--- config.mk ---
export PLATFORM = sky130hd
export DESIGN_NAME = spi_master_core
export DESIGN_NICKNAME = d
export VERILOG_FILES = /design/src/rtl/spi_m_pkg.sv /design/src/rtl/spi_m_divider.sv /design/src/rtl/spi_m_edgectl.sv /design/src/rtl/spi_m_shifter.sv /design/src/rtl/spi_master_core.sv
export SDC_FILE = /design/constraint.sdc
export NUM_CORES = 1
export LEC_CHECK = 0
export ABC_AREA = 1
export ABC_CLOCK_PERIOD_IN_PS = 1700
export CAP_MARGIN = 20
export CORE_UTILIZATION = 50
export CTS_BUF_LIST = sky130_fd_sc_hd__clkbuf_4
export DETAILED_ROUTE_END_ITERATION = 6
export GPL_ROUTABILITY_DRIVEN = 0
export GPL_TIMING_DRIVEN = 0
export PLACE_DENSITY_LB_ADDON = 0.15
export SKIP_LAST_GASP = 1
export SLEW_MARGIN = 10
export SYNTH_ARGS = -nofsm -noshare
export SYNTH_HDL_FRONTEND = slang
export SYNTH_SLANG_ARGS = --single-unit
--- constraint.sdc ---
create_clock -name clk -period 1.7 [get_ports clk]
set_input_delay 0.255 -clock clk [delete_from_list [all_inputs] [get_ports clk]]
set_output_delay 0.255 -clock clk [all_outputs]
set_load 0.01 [all_outputs]
--- src/rtl/spi_m_pkg.sv ---
package spi_m_pkg;

  localparam int TICK_W = 7;

  typedef enum logic [1:0] {
    ST_IDLE = 2'd0,
    ST_RUN  = 2'd1,
    ST_TAIL = 2'd2
  } xfer_st_t;

  // Half of the sck period, in system clocks, for each rate code.
  function automatic logic [TICK_W-1:0] half_ticks(input logic [1:0] code);
    case (code)
      2'b00:   return TICK_W'(2);
      2'b01:   return TICK_W'(8);
      2'b10:   return TICK_W'(32);
      default: return TICK_W'(64);
    endcase
  endfunction

endpackage

--- src/rtl/spi_m_divider.sv ---
module spi_m_divider
  import spi_m_pkg::*;
(
  input  logic       clk,
  input  logic       rst_n,
  input  logic       clr,
  input  logic       run,
  input  logic [1:0] rate,
  output logic       tick_evt
);

  logic [TICK_W-1:0] cnt;
  logic [TICK_W-1:0] limit;

  assign limit    = half_ticks(rate);
  assign tick_evt = run && (cnt == limit - TICK_W'(1));

  always_ff @(posedge clk or negedge rst_n) begin
    if (!rst_n)        cnt <= '0;
    else if (clr)      cnt <= '0;
    else if (tick_evt) cnt <= '0;
    else if (run)      cnt <= cnt + TICK_W'(1);
  end

  // the half-period counter never passes its limit
  assert_tick_in_range_R3: assert property (@(posedge clk) disable iff (!rst_n)
    run |-> (cnt < limit));

endmodule

--- src/rtl/spi_m_edgectl.sv ---
module spi_m_edgectl #(
  parameter int DATA_W = 8
) (
  input  logic clk,
  input  logic rst_n,
  input  logic start,
  input  logic active,
  input  logic idle,
  input  logic tick_evt,
  input  logic cpol_in,
  output logic sck,
  output logic lead_evt,
  output logic trail_evt,
  output logic first_evt,
  output logic last_evt
);

  localparam int EDGES = 2 * DATA_W;
  localparam int EW    = $clog2(EDGES);

  logic [EW-1:0] ecnt;
  logic          step;

  assign step      = active && tick_evt;
  assign lead_evt  = step && !ecnt[0];
  assign trail_evt = step &&  ecnt[0];
  assign first_evt = step && (ecnt == '0);
  assign last_evt  = step && (ecnt == EW'(EDGES - 1));

  always_ff @(posedge clk or negedge rst_n) begin
    if (!rst_n) begin
      sck  <= 1'b0;
      ecnt <= '0;
    end else if (start) begin
      sck  <= cpol_in;
      ecnt <= '0;
    end else if (step) begin
      sck  <= ~sck;
      ecnt <= ecnt + EW'(1);
    end else if (idle) begin
      sck  <= cpol_in;
    end
  end

  // during a transfer sck moves only on a divider event
  assert_sck_quiet_R7: assert property (@(posedge clk) disable iff (!rst_n)
    (!step && !idle && !start) |=> $stable(sck));

endmodule

--- src/rtl/spi_m_shifter.sv ---
module spi_m_shifter #(
  parameter int DATA_W = 8
) (
  input  logic              clk,
  input  logic              rst_n,
  input  logic              load,
  input  logic [DATA_W-1:0] load_word,
  input  logic              lsb_first,
  input  logic              adv,
  input  logic              cap,
  input  logic              miso,
  output logic              mosi,
  output logic [DATA_W-1:0] rx_word
);

  function automatic logic [DATA_W-1:0] flip(input logic [DATA_W-1:0] v);
    logic [DATA_W-1:0] r;
    for (int i = 0; i < DATA_W; i++) r[i] = v[DATA_W-1-i];
    return r;
  endfunction

  logic [DATA_W-1:0] txsr;
  logic [DATA_W-1:0] rxsr;
  logic              order_lsb;

  always_ff @(posedge clk or negedge rst_n) begin
    if (!rst_n) begin
      txsr      <= '0;
      rxsr      <= '0;
      order_lsb <= 1'b0;
    end else if (load) begin
      txsr      <= lsb_first ? load_word : flip(load_word);
      rxsr      <= '0;
      order_lsb <= lsb_first;
    end else begin
      if (adv) txsr <= {1'b0, txsr[DATA_W-1:1]};
      if (cap) rxsr <= {miso, rxsr[DATA_W-1:1]};
    end
  end

  assign mosi    = txsr[0];
  assign rx_word = order_lsb ? rxsr : flip(rxsr);

  // a single edge never both advances and captures
  assert_adv_cap_apart_R6: assert property (@(posedge clk) disable iff (!rst_n)
    !(adv && cap));

endmodule

--- src/rtl/spi_master_core.sv ---
module spi_master_core
  import spi_m_pkg::*;
#(
  parameter int DATA_W = 8
) (
  input  logic              clk,
  input  logic              rst_n,
  input  logic              cfg_enable,
  input  logic              cfg_irq_en,
  input  logic              cfg_lsb_first,
  input  logic              cfg_cpol,
  input  logic              cfg_cpha,
  input  logic [1:0]        cfg_rate,
  input  logic              wr_stb,
  input  logic [DATA_W-1:0] wr_data,
  input  logic              rd_stb,
  output logic [DATA_W-1:0] rd_data,
  output logic              done_flag,
  output logic              irq,
  output logic              busy,
  output logic              sck,
  output logic              mosi,
  input  logic              miso,
  output logic              ss_n
);

  xfer_st_t          state;
  logic [1:0]        lat_rate;
  logic              lat_cpha;
  logic              accept;
  logic              tick_evt;
  logic              lead_evt, trail_evt, first_evt, last_evt;
  logic              adv, cap, finish;
  logic [DATA_W-1:0] rx_word;

  assign accept = wr_stb && cfg_enable && (state == ST_IDLE);
  assign finish = (state == ST_TAIL) && tick_evt;
  assign adv    = lat_cpha ? (lead_evt && !first_evt) : (trail_evt && !last_evt);
  assign cap    = lat_cpha ? trail_evt : lead_evt;
  assign busy   = (state != ST_IDLE);
  assign irq    = done_flag && cfg_irq_en;

  spi_m_divider u_div (
    .clk      (clk),
    .rst_n    (rst_n),
    .clr      (accept),
    .run      (busy),
    .rate     (lat_rate),
    .tick_evt (tick_evt)
  );

  spi_m_edgectl #(.DATA_W(DATA_W)) u_edge (
    .clk       (clk),
    .rst_n     (rst_n),
    .start     (accept),
    .active    (state == ST_RUN),
    .idle      (state == ST_IDLE),
    .tick_evt  (tick_evt),
    .cpol_in   (cfg_cpol),
    .sck       (sck),
    .lead_evt  (lead_evt),
    .trail_evt (trail_evt),
    .first_evt (first_evt),
    .last_evt  (last_evt)
  );

  spi_m_shifter #(.DATA_W(DATA_W)) u_shift (
    .clk       (clk),
    .rst_n     (rst_n),
    .load      (accept),
    .load_word (wr_data),
    .lsb_first (cfg_lsb_first),
    .adv       (adv),
    .cap       (cap),
    .miso      (miso),
    .mosi      (mosi),
    .rx_word   (rx_word)
  );

  always_ff @(posedge clk or negedge rst_n) begin
    if (!rst_n) begin
      state    <= ST_IDLE;
      ss_n     <= 1'b1;
      lat_rate <= 2'b00;
      lat_cpha <= 1'b0;
    end else begin
      case (state)
        ST_IDLE: if (accept) begin
          state    <= ST_RUN;
          ss_n     <= 1'b0;
          lat_rate <= cfg_rate;
          lat_cpha <= cfg_cpha;
        end
        ST_RUN:  if (last_evt) state <= ST_TAIL;
        ST_TAIL: if (tick_evt) begin
          state <= ST_IDLE;
          ss_n  <= 1'b1;
        end
        default: state <= ST_IDLE;
      endcase
    end
  end

  always_ff @(posedge clk or negedge rst_n) begin
    if (!rst_n) begin
      done_flag <= 1'b0;
      rd_data   <= '0;
    end else if (finish) begin
      done_flag <= 1'b1;
      rd_data   <= rx_word;
    end else if (rd_stb) begin
      done_flag <= 1'b0;
    end
  end

  // select only drops in answer to an enabled write
  assert_select_by_write_R1: assert property (@(posedge clk) disable iff (!rst_n)
    $fell(ss_n) |-> $past(wr_stb && cfg_enable));

  // a write during a transfer leaves the sampled settings alone
  assert_busy_write_ignored_R2: assert property (@(posedge clk) disable iff (!rst_n)
    (busy && wr_stb) |=> ($stable(lat_rate) && $stable(lat_cpha)));

  // idle clock level follows polarity
  assert_sck_idle_level_R7: assert property (@(posedge clk) disable iff (!rst_n)
    (ss_n && $past(ss_n) && $past(rst_n)) |-> (sck == $past(cfg_cpol)));

  // completion appears together with select release
  assert_done_with_release_R9: assert property (@(posedge clk) disable iff (!rst_n)
    $rose(done_flag) |-> (ss_n && $past(!ss_n)));

endmodule

# Yosys cells after proc, flatten, opt, wreduce, memory -nomap -nowiden
# Cells that the tools add are included.
# totals
out_inout_bits	14
mem_bits_ro	0
memories	0
mem_bits_rw	0
latch_bits	0
regBits	44
input_bits	20
word_cells	80
# op_classes
n_reduce_logical	29
order_cmp	0
n_mul	0
shifts	0
n_mux	26
n_eq_ne	9
n_bitwise	1
addsub	3
n_div	0
# op_table
operator	n
$mux 8	6
$mux 7	3
$pmux 7 s3	1
$logic_and 1x1->1	12
$reduce_bool 2->1	6
$mux 1	9
$mux 4	2
$add 7x1->7 const B	1
$eq 7x7->1	1
$sub 7x1->7 const B	1
$mux 2	3
$ne 2x2->1 const B	3
$pmux 2 s3	1
$reduce_and 3->1	2
$reduce_bool 3->1	2
$add 4x1->4 const B	1
$eq 2x1->1 const B	2
$eq 2x2->1 const B	2
$eq 4x4->1 const B	1
$logic_not 2->1	2
$logic_not 4->1	1
$logic_not 1->1	3
$pmux 1 s2	1
$reduce_and 2->1	1
$not 1->1	1

# Depth between registers and ports, before layout
# Gate-level depths: netlist of the first run.
# logic_depth
word_depth	12
ltp_mapped	12
mapped_depth_nobuf	12

# By module
# Synthesis of the first run repeated with hierarchy kept, for this count alone.
# hier_totals
hier_cells	309
hier_area_um2	2467.4
# modules_own_cells
mod	area_each_um2	cells_per_inst	instances	seq_area_each_um2
spi_m_shifter	940.9	124	1	425.4
spi_master_core	696.9	79	1	376.6
spi_m_divider	488.0	64	1	175.2
spi_m_edgectl	341.6	42	1	125.1

# Worst setup path before layout of the first run
# Ideal clock, no wire load.
# synth_timing
path_type	register -> register
from	register u_div.cnt[4]
to	register u_shift.rxsr[1]
period_less_slack_ns	1.543
slack_ns	0.157
setup_time_ns	0.117
n_path_buf	0
stages_incl_launch_ff	9
required_time_ns	1.583
arrival_time_ns	1.426
cell_sequence	dfrtp_1 -> xnor2_1 -> nand3_4 -> nor2_8 -> nand2_4 -> o21ai_4 -> nand2_4 -> nand2_1 -> nand2_1
# synth_via
elab_chain_len	6
elab_cells_between_ends	7
cone_classes	eq/ne: 1; mux: 1; reduce/logical: 5
# synth_rtl
element	line	text
from (decl)	spi_m_divider.sv:12	logic [TICK_W-1:0] cnt;
from (signal assigned)	spi_m_divider.sv:22	else if (run) cnt <= cnt + TICK_W'(1);
$eq 7x7->1 *	spi_m_divider.sv:16	assign tick_evt = run && (cnt == limit - TICK_W'(1));
$logic_and 1x1->1 *	spi_m_divider.sv:16	
$logic_and 1x1->1 *	spi_m_edgectl.sv:24	assign step = active && tick_evt;
$logic_and 1x1->1, on equally long branches	spi_m_edgectl.sv:25, spi_m_edgectl.sv:26	
$mux 1 *	spi_master_core.sv:39	assign cap = lat_cpha ? trail_evt : lead_evt;
$reduce_bool 2->1 (no line) *	n/a	
to (signal assigned)	spi_m_shifter.sv:37	if (cap) rxsr <= {miso, rxsr[DATA_W-1:1]};
to (decl)	spi_m_shifter.sv:23	logic [DATA_W-1:0] rxsr;
# Every way passes the cells marked *; elsewhere a longest branch is shown, timed or not.
# A chain may end at the register's enable or synchronous reset.

# Final worst setup path of the first run
# layout_timing
from	register u_div.cnt[4]
to	register u_shift.rxsr[6]
# The elaborated chain is that of the path after synthesis.

==> reports/qor.txt, run 1 <==
Number of standard cells after synthesis: 292
Via-per-instance ratio: 5.10
Antenna viol nets, final: 0
Number of iterations in the first detailed-routing pass: 4
Hold/Removal Path Class: in2async
Reg-to-reg startpoint: u_div.cnt[4]
Post-synth EDFFs: 0
Clock Latency Late Sink: 0.36 ns
CP Class: reg2reg
R2R Path End: u_shift.rxsr[6]
Post-synthesis instance area: 2330 sq um
Clk sink count: 44
Final Setup Violations: 0
Number of buffer cells added on primary ports: 32
Leading cell types in the layout, fill and taps excluded: 93 x nand2_1, 39 x dfrtp_1, 28 x o21ai_0, 28 x clkdlybuf4s50_1, 22 x inv_1
Max-cap violations: 0
Sum of routed wire length over all layers: 4660 um
Number of distinct library cell variants in the gate-level netlist after synthesis: 30
Post-route worst hold slack: 0.336 ns
Wire length of the first global-routing pass: 8160 um
Worst setup SP type: register
Detailed-placement wirelength estimate: 3330 um
TritonCTS buffer count: 5
Sequential share of the synthesized area: 0.473
TritonCTS clock tree: yes
Total global-route track usage: 0.206
Worst ir drop on vdd: 0.000772 V
Crit path time final: 1.65 ns
Bufs on Longest Clock Path: 2
Source of the critical timing path: u_div.cnt[4]
F_max: 0.607 GHz
Average cell area after synthesis: 7.98 sq um
Post-synthesis async set-or-reset flop share: 1.00
Vias in the first global route: 1909
Die outline height: 70.3 um
Total via count in the routed design: 2025
Most heavily used metal layer in global routing: met2
CTS Root Buffer Type: clkbuf_4
Number of primary I/O pins: 34
Data required time at the worst endpoint: 1.95 ns
Headroom to the max-slew limit: 0.711
Initial antenna violation count: 0
Met2 layer usage reported by global route: 0.349
FF-to-FF setup slack: 0.05 ns
Post-route fraction of the period consumed by the critical path: 0.969
Final Hold Violating Endpoints: 0
Final total negative setup slack: 0 ns
Die area: 4940 sq um
Pin count of the biggest net entering global routing: 30
Clock-pin slew on the worst setup and hold paths: 0.14 ns
Final routed wire length divided by cell count: 11.7 um
Lkg Pwr: 1.46 nW
Worst clock skew: 0.0183 ns
Layout Utilization: 0.676
Worst setup path endpoint: u_shift.rxsr[6]
Share of cells above drive strength 1: 0.174
Number of antenna cells inserted: 0
Count of non-filler cells in the finished layout: 397
Iteration-0 DRC count of the detailed router: 119
Placed cells: 377
Worst Tran Pin Value: 0.433 ns
Result of the run: finished, final reports clean
Predominant post-synthesis flop cell: dfrtp_1
Logic depth of the worst register-to-register path: 8
Met3 Usage GRT: 0.0418
Synthesis-to-layout area growth: 28.0%
Placeable core region: 4410 sq um
Overflow after GRT: 0
Pins Over Slew Limit: 0
Most common library cell in the layout ignoring fill and taps: nand2_1
Met1 layer usage reported by global route: 0.265
Number of design rule violations left after detail routing: 0
CTS H-tree lvls: 2
Nets@finish: 367
Effective utilization at floorplan: 0.528
Crit-path max FO: 8
Data arrival time of the worst path: 1.90 ns
Die width: 70.3 um
Sort of element at the end of the critical path: register
Syn Nets: 315
PwrDens: 1440 nW/um^2
Number of rows created at floorplan: 24
Unrepaired setup endpoints after global routing: yes
Number of warnings printed during yosys synthesis: 0
Yosys reg bits: 44
registers in the layout, indices dropped and copies added, names as in the netlist:
| signal | flops |
|---|---|
| u_div.cnt | 7 |
| u_shift.order_lsb | 1 |
| lat_cpha | 1 |
| rd_data | 8 |
| u_shift.rxsr | 8 |
| state | 2 |
| u_edge.ecnt | 4 |
| u_shift.txsr | 8 |
| u_edge.sck | 1 |
| done_flag | 1 |
| ss_n | 1 |
| lat_rate | 2 |
power by group:
group,internal [W],total [W],switching (W)
logic,0.000866,0.00195,0.00109
registers,0.00141,0.00170,0.000287
clock network,0.000307,0.000649,0.000342
metal layers:
layer	vias up	routed length (um)
met3	6	148
met4	0	57
met1	933	2270
li1	1054	-
met2	32	2180
met5	-	0
synthesized netlist by cell type (2+ instances only):
master     n  share of area
nand2_1   98           0.16
inv_1     26          0.042
xnor2_1    2         0.0075
dfrtp_1   43           0.46
o21ai_0   29          0.062
inv_2      5         0.0081
clkbuf_1   4         0.0064
nor2_1    17          0.027
nor2_2     2         0.0054
nand2_4    3          0.014
ha_1       3          0.016
nand2_2    3         0.0081
nor3_1     3         0.0064
a31oi_1    8          0.021
o22ai_1    5          0.013
nand3_1   21          0.045
xor2_1     5          0.019
nand3b_1   3         0.0097
kinds of logic after synthesis:
family | count (synthesis) | share of synthesized area
xor+xnor | 7 | 0.0263
compound gates | 44 | 0.107
flops | 44 | 0.473
buf+inv | 37 | 0.0606
simple gates | 157 | 0.317
fa+ha+maj | 3 | 0.0161
critical path: stages, from the launching register on:
cell and delay, ns:
dfrtp_1 0.45, xnor2_2 0.22, nand3_4 0.14, nor2_8 0.17
nand2_4 0.09, o21ai_4 0.21, nand2_4 0.12, nand2_1 0.08
nand2_1 0.05
timing repair:
item	CTS	global route
pin swaps	2	6
gates cloned	0	0
setup endpoints to repair	14	28
hold buffers	1	0
gates resized for setup	10	18
endpoints found under the hold margin	15	0
buffers inserted	6	6
stage by stage:
| step | setup WS, ns | power (W) | cell area (sq um) |
|---|---|---|---|
| finish | 0.0523 | 0.00430 | 2980 |
| global route | -0.0681 | 0.00467 | 2980 |
| floorplan | 0.157 | 0.00292 | 2330 |
| global placement | -0.781 | 0.00328 | 2720 |
| detailed placement | -0.131 | 0.00334 | 2730 |
| CTS | 0.00519 | 0.00412 | 2900 |
area by class of cell:
cell class	instances	area [sq um]
tap	52	65.1
fill	374	1430
multi-input combinational	211	1140
clock inverter	3	42.5
sequential	44	1110
timing repair buffer	46	455
inverter	31	116
clock buffer	5	37.5
buffer	5	21.3
how the worst min path moves through the flow:
stage	end	slack, ns	depth (start not counted)
final	u_div.cnt[6]	0.34	2
after global routing	u_shift.order_lsb	0.33	3
after CTS	u_shift.order_lsb	0.32	3
after detailed placement	u_div.cnt[6]	0.20	1
after global placement	u_shift.rxsr[5]	0.46	2
after floorplan	done_flag	-0.04	0
Note: power is estimated with default switching activity, not from simulation.
==> run 2: changes to the inputs <==
- CORE_UTILIZATION: 50 -> 40
==> run 2 against run 1 <==
Compared with the run above: the run now ends with negative setup slack left; critical endpoint is now u_shift.rxsr[5]; cell area rose by 1.6%; global-route usage is 2.7 points lower; final cell count increased by 5.8%; die area up 24%; non-clock buffer count is 2 higher; sequential share of layout area down 0.61 points; clock-buffer cell count grew 1; core utilization is 13 points lower; register-to-register slack got worse by 0.08 ns; clock skew shrank 0.0044 ns; critical path depth up 3; highest routed layer unchanged.
==> reports/qor.txt, run 2 (synthesized netlist as in run 1, its figures left out) <==
Die outline height: 78.3 um (was 70.3 um)
R2R Path End: u_shift.rxsr[5] (was u_shift.rxsr[6])
Source of the critical timing path: u_div.cnt[2] (was u_div.cnt[4])
Placed cells: 397 (was 377)
F_max: 0.579 GHz (was 0.607 GHz)
Post-route worst hold slack: 0.341 ns (was 0.336 ns)
Share of cells above drive strength 1: 0.195 (was 0.174)
Clk sink count: 44 (unchanged)
FF-to-FF setup slack: -0.03 ns (was 0.05 ns)
Sort of element at the end of the critical path: register (unchanged)
Worst ir drop on vdd: 0.000788 V (was 0.000772 V)
Logic depth of the worst register-to-register path: 11 (was 8)
Worst Tran Pin Value: 0.425 ns (was 0.433 ns)
Vias in the first global route: 2016 (was 1909)
Crit-path max FO: 8 (unchanged)
Number of antenna cells inserted: 0 (unchanged)
Clock Latency Late Sink: 0.36 ns (about the same)
Lkg Pwr: 1.47 nW (was 1.46 nW)
Number of buffer cells added on primary ports: 32 (unchanged)
Worst clock skew: 0.0139 ns (was 0.0183 ns)
CTS H-tree lvls: 2 (unchanged)
Data required time at the worst endpoint: 1.95 ns (about the same)
CP Class: reg2reg (unchanged)
Effective utilization at floorplan: 0.418 (was 0.528)
Bufs on Longest Clock Path: 2 (unchanged)
PwrDens: 1420 nW/um^2 (was 1440 nW/um^2)
Via-per-instance ratio: 4.79 (was 5.10)
Power, Total: 0.00431 W (was 0.00430 W)
Detailed-placement wirelength estimate: 3390 um (was 3330 um)
Number of design rule violations left after detail routing: 0 (unchanged)
Library cell appearing most often on the critical path: nand2_2
Number of rows created at floorplan: 27 (was 24)
CTS Root Buffer Type: clkbuf_4 (unchanged)
Headroom to the max-slew limit: 0.717 (was 0.711)
TritonCTS clock tree: yes (unchanged)
Largest registers ranked by flip-flop count: rd_data: 8 flops, u_shift.rxsr: 8 flops, u_shift.txsr: 8 flops (unchanged)
Clock-pin slew on the worst setup and hold paths: 0.14 ns (about the same)
Overflow after GRT: 0 (unchanged)
Nets@finish: 370 (was 367)
Die width: 78.3 um (was 70.3 um)
Total global-route track usage: 0.180 (was 0.206)
Most common library cell in the layout ignoring fill and taps: nand2_1 (unchanged)
Critical path, cell by cell: buf_6 > nand2_2 > nand2_2 > nand2_2 > nand2_4 > nor3_4 > nand2_2 > nand3_4 > nand2_4 > nand2_2 > nand2_2 (was xnor2_2 > nand3_4 > nor2_8 > nand2_4 > o21ai_4 > nand2_4 > nand2_1 > nand2_1)
Crit path time final: 1.73 ns (was 1.65 ns)
Final Hold Violating Endpoints: 0 (unchanged)
Synthesis-to-layout area growth: 30.0% (was 28.0%)
Initial antenna violation count: 0 (unchanged)
Sum of routed wire length over all layers: 4790 um (was 4660 um)
Pin count of the biggest net entering global routing: 28 (was 30)
Final routed wire length divided by cell count: 11.4 um (was 11.7 um)
Reg-to-reg startpoint: u_div.cnt[2] (was u_div.cnt[4])
Max-cap violations: 0 (unchanged)
Failing checks: negative setup slack
Number of iterations in the first detailed-routing pass: 4 (unchanged)
Biggest cell delay along the critical path: 0.45 ns (about the same)
Worst setup path endpoint: u_shift.rxsr[5] (was u_shift.rxsr[6])
Unrepaired setup endpoints after global routing: yes (unchanged)
Data arrival time of the worst path: 1.98 ns (was 1.90 ns)
Die area: 6140 sq um (was 4940 sq um)
Wire length of the first global-routing pass: 8740 um (was 8160 um)
Post-route fraction of the period consumed by the critical path: 1.02 (was 0.969)
Result of the run: finished, violations left (was finished, final reports clean)
Leading cell types in the layout, fill and taps excluded: 88 x nand2_1, 40 x dfrtp_1, 29 x o21ai_0, 29 x clkdlybuf4s50_1, 23 x inv_1 (was 93 x nand2_1, 39 x dfrtp_1, 28 x o21ai_0, 28 x clkdlybuf4s50_1, 22 x inv_1)
Number of primary I/O pins: 34 (unchanged)
TritonCTS buffer count: 5 (unchanged)
Iteration-0 DRC count of the detailed router: 72 (was 119)
Hold/Removal Path Class: in2reg (was in2async)
Antenna viol nets, final: 0 (unchanged)
Min setup slack post-route: -0.0283 ns (was 0.0523 ns)
Placeable core region: 5570 sq um (was 4410 sq um)
Worst setup SP type: register (unchanged)
Final Setup Violations: 8 (was 0)
Count of non-filler cells in the finished layout: 420 (was 397)
Total via count in the routed design: 2013 (was 2025)
Pins Over Slew Limit: 0 (unchanged)
Crit-path slowest cell: dfrtp_2 (was dfrtp_1)
==> run 2: cell types whose count changed in the layout (fill, tap and decap cells not counted), moves of 2 or more <==
cell     delta
nand2_2     +4
buf_4       +3
nand2_1     -5
nor2_2      +2
==> run 2: layout make-up <==
cell class	instances	area, sq um
well taps	72	90.1
multi-input cells	212	1160
clock buffers	6	45.0
fillers	541	2540
flip-flops and latches	44	1110
clock inverters	2	35.0
repair buffers	47	444
inverters	31	116
plain buffers	6	27.5
==> run 2: worst max-delay path, delay by kind of cell, from the launching register on <==
kind,cells,cell delay (ns)
AND/OR/NAND/NOR,10,1.04
flip-flops,1,0.45
buffers and inverters,1,0.12
==> run 2: worst min-delay path by stage <==
| stage | startpoint | to | slack (ns) | cells after the start |
|---|---|---|---|---|
| detailed placement | rst_n | u_edge.ecnt[3] | 0.22 | 1 |
| floorplan | rst_n | done_flag | -0.04 | 0 |
| CTS | cfg_lsb_first | u_shift.order_lsb | 0.33 | 3 |
| global placement | ss_n | ss_n | 0.45 | 2 |
| global route | cfg_lsb_first | u_shift.order_lsb | 0.37 | 3 |
| finish | cfg_lsb_first | u_shift.order_lsb | 0.34 | 3 |
==> run 2: stage by stage <==
stage	area [sq um]	setup WS [ns]	utilization	setup TNS (ns)
2_1_floorplan	2330	0.157	-	0
3_3_place_gp	2740	-0.860	0.492	-38.32
3_5_place_dp	2760	-0.150	0.495	-1.18
4_1_cts	2970	-0.0153	0.532	-0.0262
5_1_grt	3030	-0.124	0.543	-1.50
6_report	3030	-0.0283	0.543	-0.103
==> run 2: power breakdown <==
group | total [W] | switching, W | leakage [nW] | internal, W
Clock | 0.000669 | 0.000344 | 0.0456 | 0.000325
Sequential | 0.00171 | 0.000299 | 0.556 | 0.00141
Combinational | 0.00193 | 0.00108 | 0.871 | 0.000847
Total | 0.00431 | 0.00173 | 1.47 | 0.00258
==> run 2: metal layers <==
layer  GRT usage  vias up  part of all wire
met1       0.225      904              0.48
met4      0.0537        0             0.015
met3      0.0360        8             0.030
li1            -     1062                 -
met2       0.311       39              0.47
met5           0        -                 0
==> run 2: repair_timing <==
| item | 4_1_cts | 5_1_grt |
|---|---|---|
| resized for setup | 11 | 21 |
| hold buffers | 1 | 0 |
| buffers inserted | 11 | 2 |
| pin swaps | 4 | 9 |
| endpoints found under the setup margin | 15 | 30 |
| endpoints found under the hold margin | 17 | 0 |
| cloned | 1 | 0 |
==> run 3: changes to the inputs <==
- CELL_PAD_IN_SITES_DETAIL_PLACEMENT: default -> 1
- CELL_PAD_IN_SITES_GLOBAL_PLACEMENT: default -> 2
- CORE_UTILIZATION: 40 -> 30
- CTS_CLUSTER_DIAMETER: default -> 150
==> run 3 against run 2 <==
Compared with the run above: clock skew grew 0.0053 ns; critical path depth shrank 1; critical path type unchanged; clock-buffer cell count shrank 1; combinational power grew 3%; via count grew 5.2%; highest routed layer unchanged; setup slack gained 0.031 ns; total power grew 1.9%; critical endpoint is now state[0]; the run now ends clean; largest power group unchanged.
==> reports/qor.txt, run 3 (synthesized netlist as in run 1, its figures left out) <==
Placeable core region: 7370 sq um (was 5570 sq um)
Largest registers ranked by flip-flop count: rd_data: 8 flops, u_shift.rxsr: 8 flops, u_shift.txsr: 8 flops (unchanged)
Synthesis-to-layout area growth: 34.6% (was 30.0%)
TritonCTS clock tree: yes (unchanged)
Number of buffer cells added on primary ports: 32 (unchanged)
Overflow after GRT: 0 (unchanged)
Cell area reported after detailed placement: 2790 sq um (was 2760 sq um)
Leading cell types in the layout, fill and taps excluded: 85 x nand2_1, 39 x dfrtp_1, 28 x clkdlybuf4s50_1 (was 88 x nand2_1, 40 x dfrtp_1, 29 x o21ai_0, 29 x clkdlybuf4s50_1, 23 x inv_1)
Clk sink count: 44 (unchanged)
Via-per-instance ratio: 4.70 (was 4.79)
F_max: 0.589 GHz (was 0.579 GHz)
Antenna viol nets, final: 0 (unchanged)
Most common library cell in the layout ignoring fill and taps: nand2_1 (unchanged)
Nets@finish: 374 (was 370)
Number of iterations in the first detailed-routing pass: 4 (unchanged)
Area of all placed cells without fillers: 3140 sq um (was 3030 sq um)
Crit path time final: 1.70 ns (was 1.73 ns)
CTS H-tree lvls: 2 (unchanged)
Number of antenna cells inserted: 0 (unchanged)
Final Setup Violations: 0 (was 8)
Worst setup SP type: register (unchanged)
Clock-pin slew on the worst setup and hold paths: 0.14 ns (about the same)
Data arrival time of the worst path: 1.96 ns (was 1.98 ns)
Share of cells above drive strength 1: 0.219 (was 0.195)
Number of rows created at floorplan: 31 (was 27)
Number of design rule violations left after detail routing: 0 (unchanged)
Sort of element at the end of the critical path: register (unchanged)
Total via count in the routed design: 2118 (was 2013)
Worst ir drop on vdd: 0.000543 V (was 0.000788 V)
Count of non-filler cells in the finished layout: 451 (was 420)
Placed cells: 424 (was 397)
CTS Root Buffer Type: clkbuf_4 (unchanged)
Post-route fraction of the period consumed by the critical path: 0.999 (was 1.02)
Worst clock skew: 0.0193 ns (was 0.0139 ns)
Die outline height: 90.1 um (was 78.3 um)
Die width: 90.1 um (was 78.3 um)
Post-route worst hold slack: 0.316 ns (was 0.341 ns)
Max-cap violations: 0 (unchanged)
Vias in the first global route: 2211 (was 2016)
Power, Total: 0.00439 W (was 0.00431 W)
Crit-path max FO: 4 (was 8)
Bufs on Longest Clock Path: 2 (unchanged)
Headroom to the max-slew limit: 0.586 (was 0.717)
Clock Latency Late Sink: 0.37 ns (was 0.36 ns)
Final Hold Violating Endpoints: 0 (unchanged)
Total global-route track usage: 0.161 (was 0.180)
Result of the run: finished, final reports clean (was finished, violations left)
Final routed wire length divided by cell count: 13.5 um (was 11.4 um)
Worst Tran Pin Value: 0.619 ns (was 0.425 ns)
PwrDens: 1400 nW/um^2 (was 1420 nW/um^2)
Sum of routed wire length over all layers: 6100 um (was 4790 um)
CP Class: reg2reg (unchanged)
Wire length of the first global-routing pass: 10600 um (was 8740 um)
Number of primary I/O pins: 34 (unchanged)
Unrepaired setup endpoints after global routing: yes (unchanged)
Effective utilization at floorplan: 0.316 (was 0.418)
Lkg Pwr: 1.52 nW (was 1.47 nW)
Iteration-0 DRC count of the detailed router: 51 (was 72)
Initial antenna violation count: 0 (unchanged)
Data required time at the worst endpoint: 1.96 ns (was 1.95 ns)
Hold/Removal Path Class: in2async (was in2reg)
Place WS: -0.211 ns (was -0.150 ns)
Pins Over Slew Limit: 0 (unchanged)
Die area: 8130 sq um (was 6140 sq um)
Detailed-placement wirelength estimate: 4310 um (was 3390 um)
TritonCTS buffer count: 5 (unchanged)
Min setup slack post-route: 0.00255 ns (was -0.0283 ns)
Pin count of the biggest net entering global routing: 33 (was 28)
run 3: worst max-delay path: stages (launching register included):
cell and delay (ns):
dfrtp_2 0.46, inv_2 0.08, nor2_2 0.04, nor2_2 0.13, nand3_4 0.14, nor2_8 0.15, nand2_4 0.08, nor3_1 0.26
nand2_1 0.15, nand2_1 0.08, nand2_1 0.04
run 3: power breakdown:
group	leakage [nW]	total, W	internal, W	switching [W]
Sequential	0.555	0.00172	0.00141	0.000304
Combinational	0.921	0.00199	0.000837	0.00116
Clock	0.0454	0.000682	0.000315	0.000368
Total	1.52	0.00439	0.00257	0.00183
run 3: repair_timing:
item,4_1_cts,5_1_grt
hold buffers,1,0
setup endpoints to repair,23,34
buffers inserted,12,4
pin swaps,6,3
gates resized for setup,16,35
endpoints found under the hold margin,12,0
cloned,1,2
run 3: area by class of cell:
cell class | instances | area (sq um)
fillers | 896 | 4230
multi-input cells | 213 | 1190
flip-flops and latches | 44 | 1110
repair buffers | 50 | 477
well taps | 99 | 124
inverters | 31 | 119
clock inverters | 3 | 47.5
clock buffers | 5 | 37.5
plain buffers | 6 | 33.8
run 3: worst paths after layout:
kind | end | cells past startpoint | slack, ns | start
worst min register to register | ss_n | 2 | 0.48 | ss_n
worst max-delay path | state[0] | 10 | 0.003 | u_div.cnt[2]
worst max register to register | state[0] | 10 | 0.003 | u_div.cnt[2]
worst min-delay path | u_edge.ecnt[1] | 2 | 0.32 | rst_n
min in group clk | u_shift.order_lsb | 3 | 0.34 | cfg_lsb_first
max in group asynchronous | ss_n | 3 | 0.83 | rst_n
run 3: metal layers:
metal	part of all wire	routed length, um	GRT usage
met5	0	0	0
met4	0.0097	59	0.0444
met3	0.026	160	0.0271
met2	0.49	3000	0.277
met1	0.47	2880	0.208
run 3: metrics by stage:
step                       util  TNS (ns)
final                     0.426         0
after global routing      0.426     -1.82
after CTS                 0.411   -0.0600
after detailed placement  0.379     -2.50
after global placement    0.377    -41.67
after floorplan               -         0
